File: config.mk
export PLATFORM = sky130hd
export DESIGN_NAME = ecc_err_regs
export DESIGN_NICKNAME = d
export VERILOG_FILES = /design/src/rtl/ecc_err_regs.sv
export SDC_FILE = /design/constraint.sdc
export NUM_CORES = 1
export LEC_CHECK = 0
export ABC_AREA = 1
export CAP_MARGIN = 5
export CORE_UTILIZATION = 35
export DETAILED_ROUTE_END_ITERATION = 10
export PLACE_DENSITY_LB_ADDON = 0.12
export SLEW_MARGIN = 20
export SYNTH_ARGS = -nofsm -noshare
export SYNTH_HDL_FRONTEND = slang
export SYNTH_SLANG_ARGS = --single-unit
File: constraint.sdc
create_clock -name clk -period 7.9 [get_ports clk]
set_input_delay 1.185 -clock clk [delete_from_list [all_inputs] [get_ports clk]]
set_output_delay 1.185 -clock clk [all_outputs]
set_load 0.1 [all_outputs]
File: src/rtl/ecc_err_regs.sv
module ecc_err_regs #(
  parameter int CNT_W    = 32,
  parameter int BANKS    = 1,
  parameter int WAYS     = 16,
  parameter int LOG_SETS = 11,
  parameter int LOG_BLK  = 6,
  parameter int LAST_WAY = WAYS - 1
) (
  input  logic         clk,
  input  logic         rst_n,
  input  logic [3:0]   evt_valid,
  input  logic [255:0] evt_addr,
  input  logic         bus_sel,
  input  logic         bus_wr,
  input  logic [11:0]  bus_addr,
  input  logic [31:0]  bus_wdata,
  output logic [31:0]  bus_rdata,
  output logic [3:0]   irq,
  input  logic         inj_take,
  output logic         inj_valid,
  output logic         inj_dir,
  output logic [7:0]   inj_bit
);

  localparam logic [CNT_W-1:0] CNT_MAX = '1;
  localparam logic [31:0] GEOM = {8'(LOG_BLK), 8'(LOG_SETS), 8'(WAYS), 8'(BANKS)};

  function automatic logic [11:0] src_base(input int i);
    case (i)
      0:       return 12'h100;
      1:       return 12'h140;
      2:       return 12'h160;
      default: return 12'h120;
    endcase
  endfunction

  logic [63:0]      addr_q [4];
  logic [CNT_W-1:0] cnt_q  [4];
  logic [3:0]       cnt_rd;

  wire rd       = bus_sel & ~bus_wr;
  wire inj_wr   = bus_sel & bus_wr & (bus_addr == 12'h040);
  wire inj_ok   = (bus_wdata[31:17] == '0) && (bus_wdata[15:8] == '0) && (bus_wdata[7:0] != 8'hFF);
  wire inj_load = inj_wr & inj_ok;

  for (genvar i = 0; i < 4; i++) begin : g_src
    assign cnt_rd[i] = rd & (bus_addr == src_base(i) + 12'h8);

    always_ff @(posedge clk) begin
      if (!rst_n) begin
        addr_q[i] <= '0;
        cnt_q[i]  <= '0;
        irq[i]    <= 1'b0;
      end else if (evt_valid[i]) begin
        addr_q[i] <= evt_addr[i*64 +: 64];
        cnt_q[i]  <= cnt_rd[i] ? CNT_W'(1) : (cnt_q[i] == CNT_MAX ? cnt_q[i] : cnt_q[i] + 1'b1);
        irq[i]    <= 1'b1;
      end else if (cnt_rd[i]) begin
        cnt_q[i]  <= '0;
        irq[i]    <= 1'b0;
      end
    end


    cnt_sat_chk: assert property (@(posedge clk) disable iff (!rst_n)
      (cnt_q[i] == CNT_MAX && !cnt_rd[i]) |=> cnt_q[i] == CNT_MAX);

    irq_hold_chk: assert property (@(posedge clk) disable iff (!rst_n)
      (irq[i] && !cnt_rd[i]) |=> irq[i]);

    rd_clear_chk: assert property (@(posedge clk) disable iff (!rst_n)
      (cnt_rd[i] && !evt_valid[i]) |=> (!irq[i] && cnt_q[i] == '0));

    rd_race_chk: assert property (@(posedge clk) disable iff (!rst_n)
      (cnt_rd[i] && evt_valid[i]) |=> (irq[i] && cnt_q[i] == CNT_W'(1)));
  end

  always_ff @(posedge clk) begin
    if (!rst_n) begin
      inj_valid <= 1'b0;
      inj_dir   <= 1'b0;
      inj_bit   <= '0;
    end else if (inj_load) begin
      inj_valid <= 1'b1;
      inj_dir   <= bus_wdata[16];
      inj_bit   <= bus_wdata[7:0];
    end else if (inj_take) begin
      inj_valid <= 1'b0;
    end
  end


  inj_take_chk: assert property (@(posedge clk) disable iff (!rst_n)
    (inj_valid && inj_take && !inj_load) |=> !inj_valid);

  inj_bad_chk: assert property (@(posedge clk) disable iff (!rst_n)
    (inj_wr && !inj_ok && !inj_take) |=> $stable({inj_valid, inj_dir, inj_bit}));

  always_comb begin
    bus_rdata = '0;
    if (rd) begin
      case (bus_addr)
        12'h000: bus_rdata = GEOM;
        12'h008: bus_rdata = {24'b0, 8'(LAST_WAY)};
        12'h040: bus_rdata = {inj_valid, 14'b0, inj_dir, 8'b0, inj_bit};
        default: ;
      endcase
      for (int i = 0; i < 4; i++) begin
        if (bus_addr == src_base(i))         bus_rdata = addr_q[i][31:0];
        if (bus_addr == src_base(i) + 12'h4) bus_rdata = addr_q[i][63:32];
        if (bus_addr == src_base(i) + 12'h8) bus_rdata = 32'(cnt_q[i]);
      end
    end
  end

endmodule

## After elaboration in Yosys (flattened, before gate mapping)

Memories as Yosys holds them, arrays and structs flattened.
Index checks and enable logic that the tools add are counted.

- Bits in registers: 14
- Bits in writable memories: 384
- Output and inout bits: 46
- Logic and storage cells: 152
- Memories: 2

- Add/subtract/negate cells: 12
- Equal/unequal tests: 23
- Mux-type cells: 77
- Bitwise operators: 21
- Reductions and logical operators: 10

Memory list:

| memory | words | width | read ports | clocked after memory_dff | write ports | RTL line | RTL |
|---|---|---|---|---|---|---|---|
| addr_q | 4 | 64 | 4 | 0 | 4 | 37 | `logic [63:0] addr_q [4];` |
| cnt_q | 4 | 32 | 4 | 0 | 4 | 38 | `logic [CNT_W-1:0] cnt_q [4];` |

Operator list:

| kind | count |
|---|---|
| $mux W32 | 29 |
| $mux W64 | 4 |
| $eq A12 B12 Y1 | 12 |
| $add A32 B1 Y32 const B | 4 |
| $eq A32 B32 Y1 const B | 4 |
| $pmux W32 S3 | 1 |
| $add A12 B3 Y12 const B | 4 |
| $add A12 B4 Y12 const B | 4 |
| $eq A12 B9 Y1 const B | 4 |
| $mux W12 | 4 |
| $mux W1 | 39 |
| $logic_not A15 Y1 | 1 |
| $eq A12 B4 Y1 const B | 1 |
| $eq A12 B7 Y1 const B | 1 |
| $logic_not A12 Y1 | 1 |
| $or A1 B1 Y1 | 12 |
| $reduce_bool A2 Y1 | 5 |
| $and A1 B1 Y1 | 8 |
| $logic_not A8 Y1 | 1 |
| $ne A8 B8 Y1 const B | 1 |
| $logic_and A1 B1 Y1 | 2 |
| $not A1 Y1 | 1 |

## Logic depth before layout (Yosys ltp)

- Word-level depth: 17
- Depth in mapped cells: 20
- Mapped depth without buffers: 19

## Worst setup path after synthesis

No wires, ideal clock.

- Path type: input to output
- From: in bus_addr[7]
- To: out bus_rdata[2]
- Arrival: 3.939 ns
- Data required time: 6.715 ns
- Slack: 2.776 ns
- Stages on the path: 14
- Path through: inv_2 > nand2_1 > nor3_4 > inv_2 > nor2_4 > buf_1 > a21oi_1 > nand3_1 > nand2_1 > nand2_1 > nand2_1 > nand2_1 > nand2_1 > a21oi_1

- Cells in the longest elaborated chain, start to end: 15

Ends and longest elaborated chain:

| element | RTL line | RTL |
|---|---|---|
| start: declaration | 15 | `input logic [11:0] bus_addr,` |
| $eq A12 B7 Y1, or another cell as far along | 102 | `case (bus_addr)` |
| $pmux W32 S3 | 102 |  |
| $mux W32 | 109 | `if (bus_addr == src_base(i)) bus_rdata = addr_q[i][31:0];` |
| $mux W32 | 110 | `if (bus_addr == src_base(i) + 12'h4) bus_rdata = addr_q[i][63:32];` |
| $mux W32 | 111 | `if (bus_addr == src_base(i) + 12'h8) bus_rdata = 32'(cnt_q[i]);` |
| $mux W32 | 109 |  |
| $mux W32 | 110 |  |
| $mux W32 | 111 |  |
| $mux W32 | 109 |  |
| $mux W32 | 110 |  |
| $mux W32 | 111 |  |
| $mux W32 | 109 |  |
| $mux W32 | 110 |  |
| $mux W32 * | 111 |  |
| $mux W32 * | 101 | `if (rd) begin` |
| end: declaration | 17 | `output logic [31:0] bus_rdata,` |

Mark *: on every way between the ends. The rest lies on a longest branch, timed or not.

## Worst setup path after layout

- From: in bus_addr[5]
- To: out bus_rdata[7]

The elaborated chain is that of the path after synthesis.

==> flow_summary.toml <==
[clock_network]
postCtsHoldBufs = 0
clock-sinks = 398
cts_buffers = 47
cts_resized = 0
cts_buffer_depth = 3
clockRootBuffer = "clkbuf_16"
insertion_delay_ps = 600
post_cts_buffers = 0
cts.htree.levels = 2
clk_pin_slew_ps = 60
cts_tree = "yes"

[placement]
gp_congestion = 0.9171
hpwl_um = 57080
portBuffers = 354
dpl_cell_area_um2 = 26520

[worst_setup_path]
crit_slowest_cell = "clkdlybuf4s50_1"
critPathLaunchType = "input port"
path_common_cell = "inv_1"
arrival_ps = 5390
path_max_fanout = 24
crit_type = "in -> out"
cpPeakStageDelay_ps = 980
cp-end-kind = "output pin"
required_ps = 6710
cp_cell_sequence = "clkdlybuf4s50_1, inv_2, nor3_1, inv_1, nor2_2, inv_1, o21ai_0, inv_1, nand2_1, a21oi_1, clkdlybuf4s50_1"

[timing]
setup_viol_count_final = 0
fin_skew_ps = 20.16
hold-worst-slack_ps = 472.1
layout_min_cycle_time_ps = 6573
fin_tns_setup_ps = 0
timing.final.crit_share = 0.8320
maxSlewViolCount = 0
tightest_slew_ps = 1146
rsz0062_at_grt = "no"
maxSlewHeadroom = 0.2337
hold_violations = 0
fmax_mhz = 152.1

[pwr]
vdd_drop_max_v = 0.0001601
p_leak_nw = 11.93
cellPowerDensity_nw_per_um2 = 183.0

[detailed_routing]
num_vias = 19167
routedWlPerCell_um = 19.25
wirelength_um = 75420
drc = 0
ant_nets = 0
drt_iter0_drc = 1809
dr.pass1.iters = 5
vias_per_cell = 4.892

[yosys]
postSynthCellCount = 2710
synth-seq-area-share = 0.5326
synth_cell_types = 49
synth-edff-count = 384
synth-seq-cells = 398
synth_area_um2 = 22180
ys_warn_count = 0
synth.avg_cell_area_um2 = 8.183
async_reset_ff_frac = 0
synth_nets = 3023
ys.flop_type = "edfxtp_1"

[die]
floorplan.initialDensity = 0.3567
die-area_um2 = 64370
core_area_um2 = 62170
num_io_pins = 355
die_w_um = 253.7
die_h_um = 253.7
rows = 91

[job]
maxCapViolations = 0

[finish]
nets = 3351
area_growth_pct = 26.23
drive_above_1_share = 0.09005
fin_area_um2 = 27990

[global_routing]
track_usage = 0.2332
antenna_found_initial = 14
grt_pass1_vias = 18488
grt_pass1_wl_um = 112300
grt_max_degree = 68
grt-ovfl-total = 0

[min_path]
hold_class = "reg -> reg"

[status]
status = "complete, no violations"
metrics by stage:
stage               utilization  cells  total power [mW]  setup WS, ps
detailed placement       0.4266   3826             3.055          1344
finish                   0.4503   3918             5.123          1327
CTS                      0.4501   3913             5.179          1286
global route             0.4503   3918             5.295          1163
global placement         0.4266   3826             3.058          1330
floorplan                     -   2710             2.774          2776
power by group:
group          total, mW  leakage, nW  switching (mW)  internal (mW)
clock network       2.11        0.712           0.898           1.21
logic              0.429         6.94           0.230          0.199
registers           2.59         4.28           0.101           2.48
cell usage in the layout, fill, tap and decap left out, drive strengths merged, types with 5 or more instances in the layout:
cell type | Yosys | routed
diode | 0 | 5
clkdlybuf4s50 | 0 | 328
clkbuf | 69 | 65
edfxtp | 384 | 384
clkinv | 3 | 18
xor2 | 34 | 34
a21oi | 189 | 189
and3 | 6 | 6
buf | 35 | 55
o21ai | 128 | 128
nand4 | 24 | 24
nand3 | 112 | 112
dfxtp | 14 | 14
nand2 | 506 | 506
inv | 487 | 490
nor3 | 53 | 53
nor4 | 21 | 21
xnor2 | 8 | 8
nor2 | 538 | 538
a31oi | 6 | 6
or2 | 54 | 54
nor3b | 16 | 16
worst paths after layout:
check                                  from           end  slack, ps  cells past startpoint
worst min-delay path                 irq[1]        irq[1]        470                      2
worst max-delay path            bus_addr[5]  bus_rdata[7]       1330                     11
worst max register to register  cnt_q[3][0]   cnt_q[3][3]       4850                     11
worst min register to register       irq[1]        irq[1]        470                      2
cell type report:
type	count	area, um^2
inverters	490	1839
multi-input cells	1718	8125
flip-flops and latches	398	11810
well taps	837	1047
clock buffers	65	1295
clock inverters	22	166.4
fillers	6275	34170
diodes	5	12.51
repair buffers	383	3696
synth_stat cells (16+ instances only):
cell type	n	area [um^2]
a21oi_1	189	945.9
buf_2	21	105.1
clkbuf_1	69	259.0
edfxtp_1	384	11530
inv_1	445	1670
inv_2	42	157.7
nand2_1	491	1843
nand3_1	106	530.5
nand4_1	23	143.9
nor2_1	504	1892
nor2_2	23	143.9
nor3_1	43	215.2
nor3b_1	16	120.1
o21ai_0	97	485.5
o21ai_1	31	155.2
or2_0	24	150.1
or2_2	26	162.7
xor2_1	34	297.8
critical path, delay by kind of cell:
kind                   cells  cell delay [ps]
AO/OA/AOI/OAI              2              380
AND/OR/NAND/NOR            3             1280
buffers and inverters      6             2500
routing by layer:
layer | wire length, um | GRT usage | share of wire
met1 | 33420 | 0.3237 | 0.44
met2 | 34650 | 0.3726 | 0.46
met3 | 5580 | 0.04579 | 0.074
met4 | 1663 | 0.05714 | 0.022
met5 | 115 | 0 | 0.0015
registers in the layout, summed over array words and instances, names as in the netlist:
name and flops:
addr_q 256, irq 4, inj_valid 1, cnt_q 128, inj_bit 8, inj_dir 1
cell families after synthesis:
kind of cell | Yosys count | synth area share
simple gates | 1332 | 0.2661
buf+inv | 594 | 0.1032
flops | 398 | 0.5326
compound gates | 340 | 0.07916
xor+xnor | 42 | 0.01659
fa+ha+maj | 4 | 0.002257
Note: power is estimated with default switching activity, not from simulation.
